### src/rtl/banked_gpio_pkg.sv
package banked_gpio_pkg;

   // Bank field values; the encoding is decoded by every port and the aux pair
   typedef enum logic [1:0] {
      BANK_DATA  = 2'b00,
      BANK_POL   = 2'b01,
      BANK_RSRC  = 2'b10,
      BANK_LATCH = 2'b11
   } bank_e;

endpackage

### src/rtl/bgpio_gray_dec.sv
module bgpio_gray_dec #(
   parameter int WIDTH = 8
) (
   input  logic [WIDTH-1:0] gray_i,
   output logic [WIDTH-1:0] bin_o
);

   if (WIDTH < 1) begin : g_bad_width
      $error("bgpio_gray_dec: WIDTH must be at least 1");
   end

   // Each binary bit folds in every Gray bit at or above its own position
   for (genvar i = 0; i < WIDTH; i++) begin : g_bit
      assign bin_o[i] = ^gray_i[WIDTH-1:i];
   end

endmodule

### src/rtl/bgpio_port.sv
module bgpio_port
   import banked_gpio_pkg::*;
#(
   parameter int WIDTH   = 8,
   parameter bit GRAY_EN = 1'b1
) (
   input  logic             clk,
   input  logic             rst_n,
   input  logic             sel_wr,
   input  bank_e            bank,
   input  logic [WIDTH-1:0] wdata,
   input  logic             capture,
   input  logic [WIDTH-1:0] pin_in,
   output logic [WIDTH-1:0] drive_low,
   output logic [WIDTH-1:0] rdata
);

   logic [WIDTH-1:0] data_q;
   logic [WIDTH-1:0] pol_q;
   logic [WIDTH-1:0] rsrc_q;
   logic [WIDTH-1:0] lmode_q;
   logic [WIDTH-1:0] cap_q;
   logic [WIDTH-1:0] pin_corr;
   logic [WIDTH-1:0] gray_bin;
   logic [WIDTH-1:0] data_view;

   always_ff @(posedge clk or negedge rst_n) begin
      if (!rst_n) begin
         data_q  <= '0;
         pol_q   <= '0;
         rsrc_q  <= '0;
         lmode_q <= '0;
      end else if (sel_wr) begin
         unique case (bank)
            BANK_DATA:  data_q  <= wdata;
            BANK_POL:   pol_q   <= wdata;
            BANK_RSRC:  rsrc_q  <= wdata;
            BANK_LATCH: lmode_q <= wdata;
            default:    data_q  <= data_q;
         endcase
      end
   end

   // Polarity bit 0 means inverting in both directions
   assign pin_corr  = ~(pin_in ^ pol_q);
   assign drive_low = ~(data_q ^ pol_q);

   always_ff @(posedge clk or negedge rst_n) begin
      if (!rst_n)       cap_q <= '0;
      else if (capture) cap_q <= pin_corr;
   end

   if (GRAY_EN) begin : g_gray
      bgpio_gray_dec #(.WIDTH(WIDTH)) u_gray (
         .gray_i (cap_q),
         .bin_o  (gray_bin)
      );
   end else begin : g_no_gray
      assign gray_bin = cap_q;
   end

   for (genvar i = 0; i < WIDTH; i++) begin : g_src
      always_comb begin
         unique case ({lmode_q[i], rsrc_q[i]})
            2'b00:   data_view[i] = pin_corr[i];
            2'b01:   data_view[i] = data_q[i];
            2'b10:   data_view[i] = cap_q[i];
            default: data_view[i] = gray_bin[i];
         endcase
      end
   end

   always_comb begin
      unique case (bank)
         BANK_DATA:  rdata = data_view;
         BANK_POL:   rdata = pol_q;
         BANK_RSRC:  rdata = rsrc_q;
         default:    rdata = lmode_q;
      endcase
   end

   // a capture loads the corrected pins, otherwise the latch is frozen
   p_capture_load_r7: assert property (@(posedge clk) disable iff (!rst_n)
      capture |=> cap_q == $past(pin_corr));
   p_latch_hold_r7: assert property (@(posedge clk) disable iff (!rst_n)
      !capture |=> $stable(cap_q));
   // a data write shows up on the pins through the current polarity
   p_drive_after_write_r3: assert property (@(posedge clk) disable iff (!rst_n)
      (sel_wr && bank == BANK_DATA) |=> drive_low == ~($past(wdata) ^ pol_q));
   // polarity setup moves only on a write in its own bank
   p_pol_bank_only_r2: assert property (@(posedge clk) disable iff (!rst_n)
      !(sel_wr && bank == BANK_POL) |=> $stable(pol_q));

endmodule

### src/rtl/bgpio_aux.sv
module bgpio_aux
   import banked_gpio_pkg::*;
#(
   parameter int WIDTH = 8
) (
   input  logic             clk,
   input  logic             rst_n,
   input  logic             sel_wr,
   input  bank_e            bank,
   input  logic [WIDTH-1:0] wdata,
   output logic [WIDTH-1:0] rdata
);

   logic [WIDTH-1:0] data_q;
   logic [WIDTH-1:0] setup_q;

   always_ff @(posedge clk or negedge rst_n) begin
      if (!rst_n) begin
         data_q  <= '0;
         setup_q <= '0;
      end else if (sel_wr) begin
         unique case (bank)
            BANK_DATA:           data_q  <= wdata;
            BANK_POL, BANK_RSRC: setup_q <= wdata;
            default:             data_q  <= data_q;
         endcase
      end
   end

   always_comb begin
      unique case (bank)
         BANK_DATA:           rdata = data_q;
         BANK_POL, BANK_RSRC: rdata = setup_q;
         default:             rdata = '0;
      endcase
   end

   // a write in the empty bank leaves both registers untouched
   p_aux_hole_r10: assert property (@(posedge clk) disable iff (!rst_n)
      (sel_wr && bank == BANK_LATCH) |=> ($stable(data_q) && $stable(setup_q)));
   always_comb begin
      if (rst_n && bank == BANK_LATCH)
         p_aux_hole_reads_zero_r10: assert (rdata == '0);
   end

endmodule

### src/rtl/banked_gpio.sv
module banked_gpio
   import banked_gpio_pkg::*;
#(
   parameter int NUM_PORTS = 6,
   parameter int BYTE_W    = 8,
   parameter int ADDR_W    = 3,
   parameter bit GRAY_EN   = 1'b1
) (
   input  logic                        clk,
   input  logic                        rst_n,
   input  logic [ADDR_W-1:0]           addr,
   input  logic                        wr_en,
   input  logic [BYTE_W-1:0]           wr_data,
   input  logic                        rd_en,
   output logic [BYTE_W-1:0]           rd_data,
   output logic                        rd_valid,
   input  logic                        latch_strobe,
   input  logic [NUM_PORTS*BYTE_W-1:0] pin_in,
   output logic [NUM_PORTS*BYTE_W-1:0] drive_low
);

   localparam int AUX_OFS  = NUM_PORTS;
   localparam int CTRL_OFS = NUM_PORTS + 1;

   if (BYTE_W < 2) begin : g_bad_byte
      $error("banked_gpio: BYTE_W must hold the two-bit bank field");
   end
   if (NUM_PORTS < 1) begin : g_bad_ports
      $error("banked_gpio: NUM_PORTS must be at least 1");
   end
   if ((1 << ADDR_W) < NUM_PORTS + 2) begin : g_bad_addr
      $error("banked_gpio: ADDR_W too narrow for ports plus aux and control");
   end

   logic [BYTE_W-1:0] ctrl_q;
   bank_e             bank;
   logic              strobe_q;
   logic              capture;
   logic [BYTE_W-1:0] port_rd [NUM_PORTS];
   logic [BYTE_W-1:0] aux_rd;
   logic [BYTE_W-1:0] rd_next;
   logic              ctrl_sel;
   logic              aux_sel;

   assign bank     = bank_e'(ctrl_q[BYTE_W-1 -: 2]);
   assign ctrl_sel = wr_en && (addr == ADDR_W'(CTRL_OFS));
   assign aux_sel  = wr_en && (addr == ADDR_W'(AUX_OFS));

   always_ff @(posedge clk or negedge rst_n) begin
      if (!rst_n)        ctrl_q <= '0;
      else if (ctrl_sel) ctrl_q <= wr_data;
   end

   // Rising-edge detect on the capture strobe
   always_ff @(posedge clk or negedge rst_n) begin
      if (!rst_n) strobe_q <= 1'b0;
      else        strobe_q <= latch_strobe;
   end
   assign capture = latch_strobe && !strobe_q;

   for (genvar p = 0; p < NUM_PORTS; p++) begin : g_port
      bgpio_port #(
         .WIDTH   (BYTE_W),
         .GRAY_EN (GRAY_EN)
      ) u_port (
         .clk       (clk),
         .rst_n     (rst_n),
         .sel_wr    (wr_en && (addr == ADDR_W'(p))),
         .bank      (bank),
         .wdata     (wr_data),
         .capture   (capture),
         .pin_in    (pin_in[p*BYTE_W +: BYTE_W]),
         .drive_low (drive_low[p*BYTE_W +: BYTE_W]),
         .rdata     (port_rd[p])
      );
   end

   bgpio_aux #(.WIDTH(BYTE_W)) u_aux (
      .clk    (clk),
      .rst_n  (rst_n),
      .sel_wr (aux_sel),
      .bank   (bank),
      .wdata  (wr_data),
      .rdata  (aux_rd)
   );

   always_comb begin
      rd_next = '0;
      for (int p = 0; p < NUM_PORTS; p++) begin
         if (addr == ADDR_W'(p)) rd_next = port_rd[p];
      end
      if (addr == ADDR_W'(AUX_OFS))  rd_next = aux_rd;
      if (addr == ADDR_W'(CTRL_OFS)) rd_next = ctrl_q;
   end

   always_ff @(posedge clk or negedge rst_n) begin
      if (!rst_n) begin
         rd_data  <= '0;
         rd_valid <= 1'b0;
      end else begin
         rd_valid <= rd_en;
         if (rd_en) rd_data <= rd_next;
      end
   end

   // one-cycle read response
   p_rd_valid_follows_r11: assert property (@(posedge clk) disable iff (!rst_n)
      rd_en |=> rd_valid);
   p_rd_valid_idle_r11: assert property (@(posedge clk) disable iff (!rst_n)
      !rd_en |=> !rd_valid);
   // control word takes the written byte whatever the bank
   p_ctrl_write_r12: assert property (@(posedge clk) disable iff (!rst_n)
      (wr_en && addr == ADDR_W'(CTRL_OFS)) |=> ctrl_q == $past(wr_data));
   // a control read returns the control word
   p_ctrl_read_r12: assert property (@(posedge clk) disable iff (!rst_n)
      (rd_en && addr == ADDR_W'(CTRL_OFS) && !wr_en) |=> rd_data == $past(ctrl_q));

endmodule

### config.mk
export PLATFORM = sky130hd
export DESIGN_NAME = banked_gpio
export DESIGN_NICKNAME = d
export VERILOG_FILES = /design/src/rtl/banked_gpio_pkg.sv /design/src/rtl/bgpio_gray_dec.sv /design/src/rtl/bgpio_port.sv /design/src/rtl/bgpio_aux.sv /design/src/rtl/banked_gpio.sv
export SDC_FILE = /design/constraint.sdc
export NUM_CORES = 1
export LEC_CHECK = 0
export ABC_AREA = 0
export BUFFER_PORTS_ARGS = -buffer_cell sky130_fd_sc_hd__buf_4
export CAP_MARGIN = 15
export CORE_MARGIN = 3
export CORE_UTILIZATION = 50
export CTS_CLUSTER_DIAMETER = 50
export CTS_CLUSTER_SIZE = 10
export DETAILED_ROUTE_END_ITERATION = 16
export PLACE_DENSITY = 0.65
export SYNTH_ARGS = -nofsm -noshare
export SYNTH_HDL_FRONTEND = slang
export SYNTH_HIERARCHICAL = 1
export SYNTH_SLANG_ARGS = --single-unit
### constraint.sdc
create_clock -name clk -period 3.4 [get_ports clk]
set_clock_uncertainty 0.1 [all_clocks]
set_input_delay 0.17 -clock clk [delete_from_list [all_inputs] [get_ports clk]]
set_output_delay 0.17 -clock clk [all_outputs]
set_load 0.02 [all_outputs]
Word-level counts from Yosys, hierarchy flattened
Cells that the tools add are included.
{"block": "word_totals", "word_cells": 352, "register_bits": 274}
{"block": "op_classes", "n_eq_ne": 100, "n_reduce_logical": 129, "n_mux": 63, "bitwise": 24}
{"operator": "$pmux 8 s3", "n": 6}
{"operator": "$pmux 1 s3", "n": 42}
{"operator": "$eq 2x1->1 const B", "n": 49}
{"operator": "$logic_not 2->1", "n": 49}
{"operator": "$not 8->8", "n": 12}
{"operator": "$xor 8x8->8", "n": 12}
{"operator": "$eq 2x2->1 const B", "n": 44}
{"operator": "$mux 8", "n": 8}
{"operator": "$reduce_and 2->1", "n": 26}
{"operator": "$reduce_xor 8->1", "n": 6}
{"operator": "$reduce_xor 7->1", "n": 6}
{"operator": "$reduce_xor 6->1", "n": 6}
{"operator": "$reduce_xor 5->1", "n": 6}
{"operator": "$reduce_xor 4->1", "n": 6}
{"operator": "$reduce_xor 3->1", "n": 6}
{"operator": "$pmux 8 s2", "n": 1}
{"operator": "$eq 3x3->1 const B", "n": 4}
{"operator": "$pmux 1 s2", "n": 6}
{"operator": "$reduce_xor 2->1", "n": 6}
{"operator": "$logic_and 1x1->1", "n": 9}
{"operator": "$eq 3x2->1 const B", "n": 2}
{"operator": "$eq 3x1->1 const B", "n": 1}
{"operator": "$logic_not 3->1", "n": 1}
{"operator": "$reduce_or 2->1", "n": 1}
{"operator": "$logic_not 1->1", "n": 1}

Longest topological paths before layout
Gate-level depths: netlist of the first run.
{"block": "logic_depth", "ltp_word": 12, "ltp_mapped": 9}

Modules after synthesis
The synthesis of the first run kept the hierarchy.
{"mod": "bgpio_port", "instances": 6, "area_per_inst_um2": 1998.2, "cells_each": 119, "seq_area_each_um2": 1001.0}
{"mod": "banked_gpio", "instances": 1, "area_per_inst_um2": 1392.6, "cells_each": 158, "seq_area_each_um2": 450.4}
{"mod": "bgpio_gray_dec", "instances": 6, "area_per_inst_um2": 125.1, "cells_each": 10, "seq_area_each_um2": 0.0}
{"mod": "bgpio_aux", "instances": 1, "area_per_inst_um2": 744.5, "cells_each": 57, "seq_area_each_um2": 400.4}

Worst setup path after synthesis of the first run
Ideal clock, no wire load.
{"block": "synth_path", "path_type": "register to register", "from": "reg g_port[2].u_port.cap_q[7]", "to": "reg rd_data[1]", "t_required_ps": 3174, "path_slack_ps": 357, "arrival_time_ps": 2817, "setup_ps": 126, "path_buffers": 0, "path_stages_with_launch": 10, "cell_sequence": "dfrtp_1 -> xor3_2 -> xnor3_2 -> xor2_1 -> mux4_2 -> mux4_2 -> mux2i_1 -> o21ai_1 -> a211oi_1 -> o21ai_1"}
{"element": "start, declared", "line": "bgpio_port.sv:22", "rtl": "logic [WIDTH-1:0] cap_q;"}
{"element": "start signal, assigned", "line": "bgpio_port.sv:50", "rtl": "else if (capture) cap_q <= pin_corr;"}
{"element": "end signal, assigned", "line": "banked_gpio.sv:102", "rtl": "if (rd_en) rd_data <= rd_next;"}
{"element": "end, declared", "line": "banked_gpio.sv:15", "rtl": "output logic [BYTE_W-1:0] rd_data,"}

==> run_results.csv, run 1 <==
group,metric,value,unit
floorplan,ioPinCount,121,
power_and_ir_drop,leakagePower,7.57,nW
floorplan,die_h,178,um
timing,tightest_slew,0.854,ns
clock_tree,holdBufCountCts,51,
detailed_routing,ant_nets,0,
flow_run,cap_violations,0,
global_routing,grt_max_degree,106,
final_layout,syn_to_final_growth,19.6,%
detailed_routing,drc,0,
global_routing,track_usage,23.5,%
yosys,seq_area_frac_synth,46.1,%
critical_path,cp_slowest_cell,"xor3_2",
final_layout,final_common_cell,"dfrtp_1",
power_and_ir_drop,power_switching,0.00561,W
detailed_routing,drt-total-wl,36.5,mm
critical_path,critPathCaptureType,"register",
power_and_ir_drop,cellPowerDensity,924,nW/um^2
timing,hold_viol_final,0,
floorplan,start_util,51.3,%
detailed_routing,vias,9290,
yosys,synth_area_per_cell,15.0,um^2
final_layout,nNetsFinal,1246,
timing,rsz0062_at_grt,"false",
clock_tree,cts_made_buffers,36,
timing,period_minus_slack,3.24,ns
critical_path,cp.required,3.68,ns
clock_tree,cts-resized-gates,0,
detailed_routing,drt_iter0_markers,512,
clock_tree,cts_setup_buffers,0,
yosys,synth_edf_count,0,
yosys,synth_fp_nets,1055,
power_and_ir_drop,p_seq_share,34.3,%
timing,fmax,309,MHz
floorplan,rows,62,
timing,period_share,95.3,%
clock_tree,cts_root_buf,"clkbuf_16",
place,dp_hpwl,24.1,mm
clock_tree,cts.sinks,274,
power_and_ir_drop,combPwrFrac,44.9,%
power_and_ir_drop,internal_power,0.0108,W
critical_path,crit_family,"XOR/XNOR gates",
run_status,run_status,"completed",
timing,setup_viol,0,
min_path,hold_class,"in2reg",
detailed_routing,dr.pass1.iters,5,
final_layout,final_cell_mix,"dfrtp_1 (272), mux2_2 (263), buf_4 (136)",
floorplan,coreArea,29000,um^2
timing,finalMaxSlewViolations,0,
global_routing,first_global_vias,9620,
yosys,synth_cell_types,40,
yosys,async_reset_ff_share,100,%
detailed_routing,vias_per_cell,5.89,
timing,slew_headroom,43.0,%
power_and_ir_drop,ir_worst_vdd,541,uV
global_routing,grt_overflow_total,0,
place,gp_congestion,0.830,
critical_path,cpPeakStageDelay,0.50,ns
place,port_buffers,120,
place,dp_cells,1475,
critical_path,path_buf_inv,0,
global_routing,antenna_found_initial,1,
final_layout,stdcell_count,1576,
timing,tns,0,ns
clock_tree,insertion_delay,0.50,ns
global_routing,grt_pass1_wl,56.5,mm
critical_path,worstSetupPathType,"reg2reg",
clock_tree,clk_pin_slew_worst_paths,0.06,ns
detailed_routing,routedWlPerCell,23.2,um
power_and_ir_drop,clkPwrFrac,20.8,%
critical_path,crit_fanout,5,
clock_tree,cts_tree,"yes",
yosys,dominantRegCellSynth,"dfrtp_1",
final_layout,drive_gt1_share,48.6,%
clock_tree,htreeDepth,2,
yosys,synth_cells,989,
floorplan,dieArea,31900,um^2
power_and_ir_drop,total_power,0.0164,W
yosys,synth_seq_cells,274,
power_and_ir_drop,p_sw_share,34.1,%
critical_path,cp.arrival,3.52,ns
yosys,yosys_warnings,6,
critical_path,startpoint_type,"register",
final_layout,diodes,0,
yosys,synth_area,14900,um^2
clock_tree,cts_buffer_depth,3,
floorplan,die_width,178,um
critical_path,crit_chain,"xor3_2, xnor3_2, xor2_1, mux4_2, mux4_2, mux2i_1, o21ai_1, a211oi_1, o21ai_1",
[power by group through the flow]
| stage | Clock [W] | Sequential (W) | Combinational (W) |
|---|---|---|---|
| global route | 0.00364 | 0.00582 | 0.00786 |
| finish | 0.00342 | 0.00564 | 0.00738 |
| floorplan | 0 | 0.00533 | 0.00552 |
| global placement | 0 | 0.00565 | 0.00727 |
| detailed placement | 0 | 0.00570 | 0.00735 |
| CTS | 0.00351 | 0.00564 | 0.00743 |
[cells in the mapped netlist, types with 8 or more instances]
library cell	number	area, um^2
a21oi_1	12	60.1
a22oi_1	8	60.1
buf_2	17	85.1
buf_4	11	82.6
dfrtp_1	274	6860
mux2_2	263	2960
mux2i_1	14	140
mux4_2	96	2160
nand2b_1	9	56.3
nand3b_1	14	105
nor2_1	25	93.8
o21ai_0	13	65.1
o21ai_1	11	55.1
o22ai_1	8	50.1
xnor2_1	108	946
xor2_1	24	210
[final cells by class]
type | instances | area, um^2
Fill cell | 2336 | 11200
Multi-Input combinational cell | 671 | 7760
Sequential cell | 274 | 6860
Timing Repair Buffer | 192 | 1630
Clock buffer | 43 | 978
Tap cell | 384 | 480
Clock inverter | 7 | 66.3
Inverter | 5 | 18.8
[logic make-up after synthesis]
logic type,synth area share [%]
fa+ha+maj,0.168
simple gates,3.44
buf+inv,1.79
xor+xnor,10.4
mux,35.5
flops,46.1
compound gates,2.66
[state kept, by name, summed over array words and instances, names as in the netlist]
name and flops:
ctrl_q 8, strobe_q 1, rd_valid 1, g_port.u_port/pol_q 48, rd_data 8, u_aux/data_q 8, g_port.u_port/data_q 48, g_port.u_port/cap_q 48
g_port.u_port/rsrc_q 48, g_port.u_port/lmode_q 48, u_aux/setup_q 8
[metrics by stage]
| step | instance area, um^2 | utilization, % | worst slack [ns] | hold slack (ns) |
|---|---|---|---|---|
| after floorplan | 14900 | - | 0.357 | -0.226 |
| after global placement | 16200 | 56.0 | 0.175 | 0.191 |
| after detailed placement | 16200 | 56.0 | 0.173 | 0.193 |
| after CTS | 17800 | 61.3 | 0.160 | 0.0403 |
| after global routing | 17800 | 61.3 | 0.0110 | 0.0904 |
| final | 17800 | 61.3 | 0.160 | 0.0581 |
[tightest hold or removal path: stages]
cell and delay [ns]:
buf_4 0.20, o21ai_1 0.17, a31oi_1 0.08
[layer usage]
layer	vias to the layer above	share of wire [%]	GRT usage, %
met1	4866	43	32.6
met2	253	49	38.9
met5	-	0	0
met3	56	5.1	4.04
met4	0	2.2	5.52
li1	4115	-	-
[worst paths after layout]
kind,startpoint,to,slack [ns],depth (start not counted)
worst max register to register,g_port[2].u_port/cap_q[7],rd_data[1],0.16,9
worst max-delay path,g_port[2].u_port/cap_q[7],rd_data[1],0.16,9
worst min register to register,ctrl_q[2],ctrl_q[2],0.40,1
worst min-delay path,addr[2],rd_data[0],0.06,3
max in group asynchronous,rst_n,g_port[5].u_port/data_q[4],2.04,3
min in group asynchronous,rst_n,g_port[4].u_port/lmode_q[2],0.23,2
Power figures use the tool's default switching activity.
==> run 2, diff against run 1 <==
Settings changed: CORE_MARGIN 3 to unset.
Clock period 3.4 ns to 3.69 ns, I/O delays scaled along.
==> run_results.csv, run 2 (synthesized netlist as in run 1, its figures left out) <==
group,metric,value,unit
critical_path,rr_endpoint,"rd_data[1]",
final_layout,syn_to_final_growth,18.7,%
critical_path,critPathCaptureType,"register",
place,gp_congestion,0.812,
critical_path,cp_slowest_cell,"xor3_2",
global_routing,track_usage,24.5,%
critical_path,ff2ff_path_depth,9,
place,dp_hpwl,23.5,mm
timing,fin_ws,0.372,ns
clock_tree,clk_pin_slew_worst_paths,0.06,ns
final_layout,nNetsFinal,1230,
timing,period_share,89.9,%
timing,finalMaxSlewViolations,0,
timing,tightest_slew,0.905,ns
min_path,hold_path_depth,3,
power_and_ir_drop,cellPowerDensity,852,nW/um^2
detailed_routing,drt-total-wl,36.0,mm
clock_tree,holdBufCountCts,46,
timing,hold_viol_final,0,
critical_path,r2r_start,"g_port[4].u_port/cap_q[7]",
clock_tree,htreeDepth,2,
flow_run,cap_violations,0,
detailed_routing,ant_nets,0,
floorplan,die_width,174,um
timing,period_minus_slack,3.32,ns
clock_tree,cts_setup_buffers,0,
timing,slew_headroom,39.4,%
timing,tns,0,ns
timing,hold-worst-slack,0.0180,ns
global_routing,antenna_found_initial,1,
clock_tree,cts.sinks,274,
critical_path,cp.required,3.98,ns
detailed_routing,drc,0,
global_routing,grt_pass1_wl,56.2,mm
floorplan,ioPinCount,121,
power_and_ir_drop,leakagePower,7.49,nW
run_status,run_status,"completed",
power_and_ir_drop,ir_worst_vdd,456,uV
min_path,min_from,"pin_in[15]",
critical_path,cp.arrival,3.60,ns
clock_tree,cts_tree,"yes",
place,dpl_cell_area,16100,um^2
floorplan,start_util,51.3,%
detailed_routing,dr.pass1.iters,4,
critical_path,crit_chain,"xor3_2, xnor3_2, xor2_1, mux4_2, mux4_2, o21ai_1, o22ai_1, a211oi_1, o21ai_1",
clock_tree,cts_made_buffers,35,
global_routing,first_global_vias,9361,
floorplan,die_h,174,um
final_layout,final_common_cell,"dfrtp_1",
critical_path,r2r_slack,0.37,ns
final_layout,final_cell_mix,"dfrtp_1 (272), mux2_2 (263), buf_4 (126)",
timing,setup_viol,0,
global_routing,grt_overflow_total,0,
global_routing,grt_max_degree,94,
floorplan,dieArea,30400,um^2
place,port_buffers,120,
min_path,hold_class,"in2reg",
min_path,hold_path_end,"g_port[1].u_port/cap_q[7]",
clock_tree,cts_root_buf,"clkbuf_16",
detailed_routing,vias,9104,
timing,rsz0062_at_grt,"false",
critical_path,startpoint_type,"register",
final_layout,final_cell_area,17700,um^2
detailed_routing,drt_iter0_markers,552,
floorplan,coreArea,29000,um^2
clock_tree,cts-resized-gates,0,
timing,fmax,301,MHz
critical_path,cpPeakStageDelay,0.52,ns
critical_path,crit_fanout,5,
detailed_routing,vias_per_cell,5.83,
floorplan,rows,62,
final_layout,drive_gt1_share,48.1,%
clock_tree,cts_buffer_depth,3,
detailed_routing,routedWlPerCell,23.0,um
clock_tree,insertion_delay,0.51,ns
critical_path,worstSetupPathType,"reg2reg",
place,dp_worst_setup_slack,0.412,ns
run 2: where the power goes:
group | internal (W) | switching [W]
clock network | 0.00192 | 0.00121
registers | 0.00405 | 0.00115
logic | 0.00396 | 0.00274
run 2: worst max-delay path by stage:
stage	start	to	slack (ns)	cells after the start
final	g_port[4].u_port/cap_q[7]	rd_data[1]	0.37	9
after global routing	g_port[4].u_port/cap_q[7]	rd_data[1]	0.24	9
after CTS	g_port[4].u_port/cap_q[7]	rd_data[1]	0.40	9
after detailed placement	g_port[4].u_port/cap_q[7]	rd_data[1]	0.41	9
after global placement	g_port[4].u_port/cap_q[7]	rd_data[1]	0.43	9
after floorplan	g_port[2].u_port/cap_q[7]	rd_data[1]	0.65	9
run 2: critical path: cells and delay by family, from the launching register on:
family                    cells  cell delay [ns]
muxes                         2             0.93
DFF                           1             0.42
AOI/OAI and AO/OA             4             0.63
xor gates and xnor gates      3             1.13
run 2: layer usage:
layer / GRT usage, % / vias up / wire (um)
li1: - / 4086 / -
met1: 35.8 / 4757 / 16100
met2: 38.8 / 220 / 17500
met3: 3.74 / 41 / 1810
met4: 5.29 / 0 / 544
met5: 0 / - / 0
run 2: per-stage QoR:
step,std cells,util (%),power (W)
final,1562,60.8,0.0150
after CTS,1560,60.8,0.0152
after global routing,1562,60.8,0.0159
after global placement,1464,55.6,0.0118
after floorplan,989,-,0.0100
after detailed placement,1464,55.6,0.0119
run 2: final cells by class:
cell class	instances	area (um^2)
inverters	5	18.8
clock buffers	45	986
flip-flops and latches	274	6860
well taps	384	480
multi-input cells	671	7760
fillers	2302	11400
repair buffers	177	1490
diodes	1	2.50
clock inverters	5	50.0
